<file path="src/rtl/pfi_pkg.sv">
package pfi_pkg;
  localparam int MODE_W = 3;

  typedef enum logic [MODE_W-1:0] {
    FM_PASS = 3'd0,
    FM_SA0  = 3'd1,
    FM_SA1  = 3'd2,
    FM_OPEN = 3'd3,
    FM_INV  = 3'd4,
    FM_AND  = 3'd5,
    FM_OR   = 3'd6,
    FM_HIST = 3'd7
  } fmode_e;

  typedef enum logic [1:0] {
    TS_IDLE,
    TS_WAIT,
    TS_ON,
    TS_OFF
  } tstate_e;
endpackage

</file>
<file path="src/rtl/pfi_trigger.sv">
module pfi_trigger
  import pfi_pkg::*;
#(
  parameter int CNT_W  = 16,
  parameter int ADDR_W = 16
) (
  input  logic              clk_i,
  input  logic              rst_ni,
  input  logic              arm_i,
  input  logic              disarm_i,
  input  logic              use_addr_i,
  input  logic [CNT_W-1:0]  delay_i,
  input  logic [CNT_W-1:0]  dur_i,
  input  logic [CNT_W-1:0]  gap_i,
  input  logic [ADDR_W-1:0] bus_addr_i,
  input  logic              bus_valid_i,
  input  logic [ADDR_W-1:0] match_addr_i,
  output logic              active_o
);
  tstate_e          state_q;
  logic [CNT_W-1:0] cnt_q;
  logic [CNT_W:0]   cnt_inc;
  logic             addr_hit, fire;

  assign cnt_inc  = {1'b0, cnt_q} + 1'b1;
  assign addr_hit = bus_valid_i && (bus_addr_i == match_addr_i);
  assign fire     = use_addr_i ? addr_hit : (cnt_q == delay_i);
  assign active_o = (state_q == TS_ON);

  always_ff @(posedge clk_i or negedge rst_ni) begin
    if (!rst_ni) begin
      state_q <= TS_IDLE;
      cnt_q   <= '0;
    end else if (disarm_i) begin
      state_q <= TS_IDLE;
      cnt_q   <= '0;
    end else begin
      unique case (state_q)
        TS_IDLE: if (arm_i) begin
          state_q <= TS_WAIT;
          cnt_q   <= '0;
        end
        TS_WAIT: begin
          if (fire) begin
            state_q <= TS_ON;
            cnt_q   <= '0;
          end else if (!use_addr_i) begin
            cnt_q <= cnt_q + 1'b1;
          end
        end
        TS_ON: begin
          if (cnt_inc >= {1'b0, dur_i}) begin
            cnt_q   <= '0;
            state_q <= (gap_i == '0) ? TS_IDLE : TS_OFF;
          end else begin
            cnt_q <= cnt_q + 1'b1;
          end
        end
        TS_OFF: begin
          if (cnt_inc >= {1'b0, gap_i}) begin
            cnt_q   <= '0;
            state_q <= TS_ON;
          end else begin
            cnt_q <= cnt_q + 1'b1;
          end
        end
        default: state_q <= TS_IDLE;
      endcase
    end
  end


  disarm_closes_chk: assert property (@(posedge clk_i) disable iff (!rst_ni)
    disarm_i |=> !active_o);


  idle_stays_closed_chk: assert property (@(posedge clk_i) disable iff (!rst_ni)
    (state_q == TS_IDLE && !arm_i) |=> !active_o);


  addr_wait_chk: assert property (@(posedge clk_i) disable iff (!rst_ni)
    (state_q == TS_WAIT && use_addr_i && !addr_hit && !disarm_i) |=> (state_q == TS_WAIT));


  window_from_wait_or_gap_chk: assert property (@(posedge clk_i) disable iff (!rst_ni)
    $rose(active_o) |-> ($past(state_q) == TS_WAIT || $past(state_q) == TS_OFF));
endmodule

</file>
<file path="src/rtl/pfi_point.sv">
module pfi_point
  import pfi_pkg::*;
(
  input  logic              clk_i,
  input  logic              rst_ni,
  input  logic              pin_i,
  input  logic              nbr_i,
  input  logic [MODE_W-1:0] mode_i,
  input  logic              active_i,
  input  logic              clr_i,
  output logic              pin_o,
  output logic              oe_o,
  output logic              act_o
);
  logic prev_q, act_q, differ;

  always_ff @(posedge clk_i or negedge rst_ni) begin
    if (!rst_ni) prev_q <= 1'b0;
    else         prev_q <= pin_i;
  end

  always_comb begin
    pin_o = pin_i;
    oe_o  = 1'b1;
    if (active_i) begin
      case (fmode_e'(mode_i))
        FM_SA0:  pin_o = 1'b0;
        FM_SA1:  pin_o = 1'b1;
        FM_OPEN: begin
          pin_o = 1'b0;
          oe_o  = 1'b0;
        end
        FM_INV:  pin_o = ~pin_i;
        FM_AND:  pin_o = pin_i & nbr_i;
        FM_OR:   pin_o = pin_i | nbr_i;
        FM_HIST: pin_o = pin_i ^ prev_q;
        default: pin_o = pin_i;
      endcase
    end
  end

  assign differ = !oe_o || (pin_o != pin_i);

  // set wins over clear
  always_ff @(posedge clk_i or negedge rst_ni) begin
    if (!rst_ni) act_q <= 1'b0;
    else         act_q <= (act_q & ~clr_i) | (active_i & differ);
  end

  assign act_o = act_q;


  closed_is_wire_chk: assert property (@(posedge clk_i) disable iff (!rst_ni)
    !active_i |-> (pin_o == pin_i && oe_o));


  act_cause_chk: assert property (@(posedge clk_i) disable iff (!rst_ni)
    $rose(act_q) |-> $past(active_i));


  act_sticky_chk: assert property (@(posedge clk_i) disable iff (!rst_ni)
    (act_q && !clr_i) |=> act_q);
endmodule

</file>
<file path="src/rtl/pin_fault_switch.sv">
module pin_fault_switch
  import pfi_pkg::*;
#(
  parameter int N_PINS = 32,
  parameter int CNT_W  = 16,
  parameter int ADDR_W = 16
) (
  input  logic                     clk_i,
  input  logic                     rst_ni,
  input  logic [N_PINS-1:0]        pin_i,
  output logic [N_PINS-1:0]        pin_o,
  output logic [N_PINS-1:0]        pin_oe_o,
  input  logic [MODE_W*N_PINS-1:0] mode_i,
  input  logic                     arm_i,
  input  logic                     disarm_i,
  input  logic                     use_addr_i,
  input  logic [CNT_W-1:0]         delay_i,
  input  logic [CNT_W-1:0]         dur_i,
  input  logic [CNT_W-1:0]         gap_i,
  input  logic [ADDR_W-1:0]        bus_addr_i,
  input  logic                     bus_valid_i,
  input  logic [ADDR_W-1:0]        match_addr_i,
  input  logic [N_PINS-1:0]        act_clr_i,
  output logic [N_PINS-1:0]        act_o,
  output logic                     inj_active_o
);
  logic active;

  pfi_trigger #(.CNT_W(CNT_W), .ADDR_W(ADDR_W)) u_trig (
    .clk_i        (clk_i),
    .rst_ni       (rst_ni),
    .arm_i        (arm_i),
    .disarm_i     (disarm_i),
    .use_addr_i   (use_addr_i),
    .delay_i      (delay_i),
    .dur_i        (dur_i),
    .gap_i        (gap_i),
    .bus_addr_i   (bus_addr_i),
    .bus_valid_i  (bus_valid_i),
    .match_addr_i (match_addr_i),
    .active_o     (active)
  );

  assign inj_active_o = active;

  for (genvar i = 0; i < N_PINS; i++) begin : g_pt
    localparam int NBR = (i + 1) % N_PINS;  // wraps to point 0
    pfi_point u_pt (
      .clk_i    (clk_i),
      .rst_ni   (rst_ni),
      .pin_i    (pin_i[i]),
      .nbr_i    (pin_i[NBR]),
      .mode_i   (mode_i[MODE_W*i +: MODE_W]),
      .active_i (active),
      .clr_i    (act_clr_i[i]),
      .pin_o    (pin_o[i]),
      .oe_o     (pin_oe_o[i]),
      .act_o    (act_o[i])
    );
  end


  reset_state_chk: assert property (@(posedge clk_i)
    $rose(rst_ni) |-> (!inj_active_o && act_o == '0));
endmodule

</file>
<file path="config.mk">
export PLATFORM = sky130hd
export DESIGN_NAME = pin_fault_switch
export DESIGN_NICKNAME = d
export VERILOG_FILES = /design/src/rtl/pfi_pkg.sv /design/src/rtl/pfi_trigger.sv /design/src/rtl/pfi_point.sv /design/src/rtl/pin_fault_switch.sv
export SDC_FILE = /design/constraint.sdc
export NUM_CORES = 1
export LEC_CHECK = 0
export ABC_AREA = 1
export BUFFER_PORTS_ARGS = -buffer_cell sky130_fd_sc_hd__buf_2
export CORE_ASPECT_RATIO = 2
export CORE_MARGIN = 2
export CORE_UTILIZATION = 28
export CTS_CLUSTER_DIAMETER = 80
export CTS_CLUSTER_SIZE = 14
export DETAILED_ROUTE_END_ITERATION = 6
export PLACE_DENSITY = 0.49
export SYNTH_ARGS = -nofsm -noshare
export SYNTH_HDL_FRONTEND = slang
export SYNTH_SLANG_ARGS = --single-unit
</file>
<file path="constraint.sdc">
create_clock -name clk_i -period 4.32 [get_ports clk_i]
set_input_delay 0 -clock clk_i [delete_from_list [all_inputs] [get_ports clk_i]]
set_output_delay 0 -clock clk_i [all_outputs]
set_load 0.02 [all_outputs]
</file>
==> summary by stage <==
Worst hold path
In this run the most critical hold path is launched from mode_i[14]. The min-delay analysis places its worst path in the category input port to flip-flop.

Route
The remaining antenna violation count after routing is 0. The first routing iteration left 338 violations. The first TritonRoute pass finished after 4 iterations. The total detailed-routing wirelength is 30750 um. For this run, design rule violations remaining after detail routing come to 0. In the final routed layout, each cell accounts on average for 15.16 um. Using the TritonRoute via totals, the vias-per-cell ratio works out to 4.671. The routed via count is 9473.

Yosys
The synthesized design contains 0 enable-type register cells. The post-synthesis instance area is 0.008489 mm^2. The synthesized design contains 82 register bits. In the synthesized netlist, the number of instances is 1331. Dividing the synthesized area by the synthesized cell count gives 6.378 um^2. The fraction of registers with async set or reset after synthesis is 100.0%.

The number of different library cells in the post-synthesis netlist is 38. The primary flip-flop cell chosen by synthesis mapping is sky130_fd_sc_hd__dfrtp_1. The number of nets in the synthesized netlist is 1610. The fraction of the yosys area taken by sequential cells is 24.17%. The Yosys step of the flow raised 0 warnings.

STA
The total count of hold-check failures in the final report is 0. For this run, the top clock speed supported by timing is 291.0 MHz. Clock skew on the completed layout was measured at 0.01228 ns. Measured against its own limit, the worst slew margin works out to 42.84%.

Setup repair after global routing left no endpoint under its margin. In the final timing run, aggregate negative setup slack is 0 ns. Setup violations remaining at the end of the flow were counted as 0. The time the worst path needs with I/O delays and setup is 3.437 ns. The minimum setup slack in the final design is 0.8834 ns. The final-report max-slew violation count was 0. At the pin with the least slew margin, the transition time is 0.8574 ns. The ratio of final minimum period to clock period is 79.55%.

Critical path
The setup path with the least slack is of type flip-flop to flip-flop. Data on the critical path is required at its endpoint by 4.54 ns. In this run the critical register-to-register path is launched from u_trig.cnt_q[0]$_DFFE_PN0P_. The data arrival time of the critical path is 3.65 ns. The startpoint class of the critical path is a flip-flop. The nature of the critical path endpoint is a flip-flop.

Traced cell by cell, the critical path runs through ha_1, nand3_2, nor2_4, nand3_1, xor2_1, inv_1, ha_1, nand2_1, nor2_1, nand4_1, nor2_2, nand2_2, nand3_2, nor2_4, nor2_4, o21ai_0. Among the stages of the critical path, the cell type that occurs most often is sky130_fd_sc_hd__nor2_4. For this run, the slowest stage of the critical path takes 0.50 ns. The maximum fanout along the worst path is 16. The worst setup path startpoint is u_trig.cnt_q[0]$_DFFE_PN0P_. On the critical path, the stage with the largest delay is an instance of sky130_fd_sc_hd__dfrtp_1.

Clocking
After clock tree synthesis, the clock-pin slew on the worst setup and hold paths is 0.07 ns. For the worst-skew pair, the clock arrives at the later sink with an insertion delay of 0.37 ns. The number of CTS-inserted buffers is 9. The H-tree generated during clock tree synthesis spans 3 levels. Post-CTS repair changed the size of 0 cells. The TritonCTS clock tree is built.

The clock passes through at most 2 buffers. The clock root buffer is sky130_fd_sc_hd__clkbuf_16. The clock sink total is 82.

Die
The die is 127.1 um wide. The die boundary height is 250.3 um. The I/O pin count is 343. The floorplan die area is 0.03181 mm^2. The floorplan row count is 90. The total area inside the core boundary comes to 0.03007 mm^2. The initial core utilization is 28.24%.

Finish
The share of layout cells above drive strength 1 is 24.88%. The post-route standard cell area excluding fillers is 0.01099 mm^2. The area growth from synthesis to layout is 29.40%. The net count of the finished layout is 1930.

Global route
The global routing usage summed across all routing layers is 19.30%. Entering global routing, the biggest net connects 78 pins. The number of antenna violations at the first check in global routing was 6.

After global routing the overflow that remains totals 0. The via count of the first global-routing pass was 9778. The first global-routing pass estimated 48400 um of wire.

Placed design
The number of buffers inserted by port buffering is 342. At the end of routability-driven placement, the weighted congestion stood at 0.8931. After legalization and detailed placement, the total HPWL measured 24930 um. The pre-CTS setup slack is 0.8463 ns. The placed cell area is 0.009856 mm^2.

Pwr
The peak supply drop is 259.2 uV. The leakage power of the design is 0.005904 uW. The power per standard cell area is 346.8 mW/mm^2.

Job
The count of maximum capacitance violations is 0.

Outcome
The flow ran to the end, and the final reports show no timing, DRC or antenna violations.
## final timing paths
kind                                                  to  slack [ns]  cells after the start
setup / recovery             u_trig.cnt_q[8]$_DFFE_PN0P_        0.88                     16
hold / removal              g_pt[4].u_pt.act_o$_DFF_PN0_        0.03                      4
setup reg to reg             u_trig.cnt_q[8]$_DFFE_PN0P_        0.88                     16
hold reg to reg            g_pt[11].u_pt.act_o$_DFF_PN0_        0.53                      2
max in group asynchronous  g_pt[25].u_pt.act_o$_DFF_PN0_        3.07                      3
min in group asynchronous  g_pt[22].u_pt.act_o$_DFF_PN0_        0.23                      2
## stage by stage
stage	utilization, %	power, uW	cells	hold WS (ns)
2_1_floorplan	-	2534	1331	-0.2956
3_3_place_gp	32.78	2846	1927	0.1171
3_5_place_dp	32.78	2867	1927	0.1215
4_1_cts	36.50	3863	2024	0.003844
5_1_grt	36.54	4112	2028	0.03603
6_report	36.54	3809	2028	0.02599
## repair_timing
item / 4_1_cts / 5_1_grt
hold buffers: 81 / 0
setup buffers: 0 / 0
hold endpoints to repair: 115 / 0
## power breakdown
part / leakage [uW] / internal (uW) / switching, uW
registers: 0.000968 / 905 / 81.8
logic: 0.00479 / 692 / 1290
clock network: 0.000149 / 459 / 385
## cells by family (layout without fill, tap and decap cells)
family / after synthesis / in the layout / synth area share (%)
and+or+nand+nor: 521 / 521 / 27.44
buffers and inverters: 402 / 727 / 22.39
AOI/OAI and AO/OA: 257 / 257 / 17.42
DFF: 82 / 82 / 24.17
xor gates and xnor gates: 36 / 36 / 3.714
adders and majority gates: 33 / 33 / 4.864
other: 0 / 4 / 0
## area by class of cell
class	instances	area [um^2]
fill	3332	19080
multi-input combinational	847	4537
timing repair buffer	426	2547
sequential	82	2052
inverter	285	1070
tap	368	460.4
clock buffer	9	225.2
clock inverter	7	83.83
antenna	4	10.01
## state kept, by name, indices dropped and copies added, names as in the netlist
register / count
u_trig.cnt_q: 16
u_trig.state_q: 2
g_pt.u_pt.prev_q: 32
g_pt.u_pt.act_o: 32
## synth_stat cells, types with 2 or more instances
| library cell | instances | area share (%) |
|---|---|---|
| sky130_fd_sc_hd__nor3_1 | 28 | 1.7 |
| sky130_fd_sc_hd__dfrtp_1 | 82 | 24 |
| sky130_fd_sc_hd__o22ai_1 | 8 | 0.59 |
| sky130_fd_sc_hd__a21oi_1 | 41 | 2.4 |
| sky130_fd_sc_hd__inv_2 | 3 | 0.13 |
| sky130_fd_sc_hd__o2111ai_1 | 13 | 1.3 |
| sky130_fd_sc_hd__o2bb2ai_1 | 7 | 0.72 |
| sky130_fd_sc_hd__nand2_2 | 6 | 0.44 |
| sky130_fd_sc_hd__nor2_1 | 94 | 4.2 |
| sky130_fd_sc_hd__nand3_2 | 4 | 0.47 |
| sky130_fd_sc_hd__nand3b_1 | 4 | 0.35 |
| sky130_fd_sc_hd__nand3_1 | 112 | 6.6 |
| sky130_fd_sc_hd__o21ai_1 | 6 | 0.35 |
| sky130_fd_sc_hd__o21a_1 | 2 | 0.18 |
| sky130_fd_sc_hd__o21ai_2 | 25 | 2.6 |
| sky130_fd_sc_hd__nor2_2 | 3 | 0.22 |
| sky130_fd_sc_hd__nand4_1 | 17 | 1.3 |
| sky130_fd_sc_hd__xor2_1 | 31 | 3.2 |
| sky130_fd_sc_hd__nor4_1 | 4 | 0.29 |
| sky130_fd_sc_hd__xnor2_1 | 5 | 0.52 |
| sky130_fd_sc_hd__nand2_1 | 233 | 10 |
| sky130_fd_sc_hd__nor2_4 | 5 | 0.66 |
| sky130_fd_sc_hd__buf_4 | 96 | 8.5 |
| sky130_fd_sc_hd__clkbuf_1 | 7 | 0.31 |
| sky130_fd_sc_hd__buf_2 | 12 | 0.71 |
| sky130_fd_sc_hd__or2_2 | 3 | 0.22 |
| sky130_fd_sc_hd__ha_1 | 33 | 4.9 |
| sky130_fd_sc_hd__inv_1 | 282 | 12 |
| sky130_fd_sc_hd__o21ai_0 | 151 | 8.9 |
| sky130_fd_sc_hd__or2_1 | 6 | 0.44 |
## cells in the final DEF, fill, tap and decap left out, types with 5 or more instances in the layout
master	count
sky130_fd_sc_hd__a21oi_1	41
sky130_fd_sc_hd__buf_2	341
sky130_fd_sc_hd__clkbuf_16	9
sky130_fd_sc_hd__dfrtp_1	82
sky130_fd_sc_hd__dlygate4sd3_1	81
sky130_fd_sc_hd__ha_1	33
sky130_fd_sc_hd__inv_1	282
sky130_fd_sc_hd__nand2_1	233
sky130_fd_sc_hd__nand2_2	6
sky130_fd_sc_hd__nand3_1	112
sky130_fd_sc_hd__nand4_1	17
sky130_fd_sc_hd__nor2_1	94
sky130_fd_sc_hd__nor2_4	5
sky130_fd_sc_hd__nor3_1	28
sky130_fd_sc_hd__o2111ai_1	13
sky130_fd_sc_hd__o21ai_0	151
sky130_fd_sc_hd__o21ai_1	6
sky130_fd_sc_hd__o21ai_2	25
sky130_fd_sc_hd__o22ai_1	8
sky130_fd_sc_hd__o2bb2ai_1	7
sky130_fd_sc_hd__or2_1	6
sky130_fd_sc_hd__xnor2_1	5
sky130_fd_sc_hd__xor2_1	31
## metal layers
layer | global-route usage, % | routed length, um
met1 | 17.81 | 10390
met2 | 38.33 | 17070
met3 | 3.524 | 1594
met4 | 10.93 | 1658
met5 | 0 | 29
## critical path, delay by kind of cell (launching register included)
| kind | cells | cell delay (ns) |
|---|---|---|
| AOI/OAI and AO/OA | 1 | 0.18 |
| DFF | 1 | 0.50 |
| buffers and inverters | 1 | 0.12 |
| and+or+nand+nor | 11 | 1.55 |
| adders and majority gates | 2 | 0.56 |
| xor gates and xnor gates | 1 | 0.35 |
(Power assumes the default switching activity.)
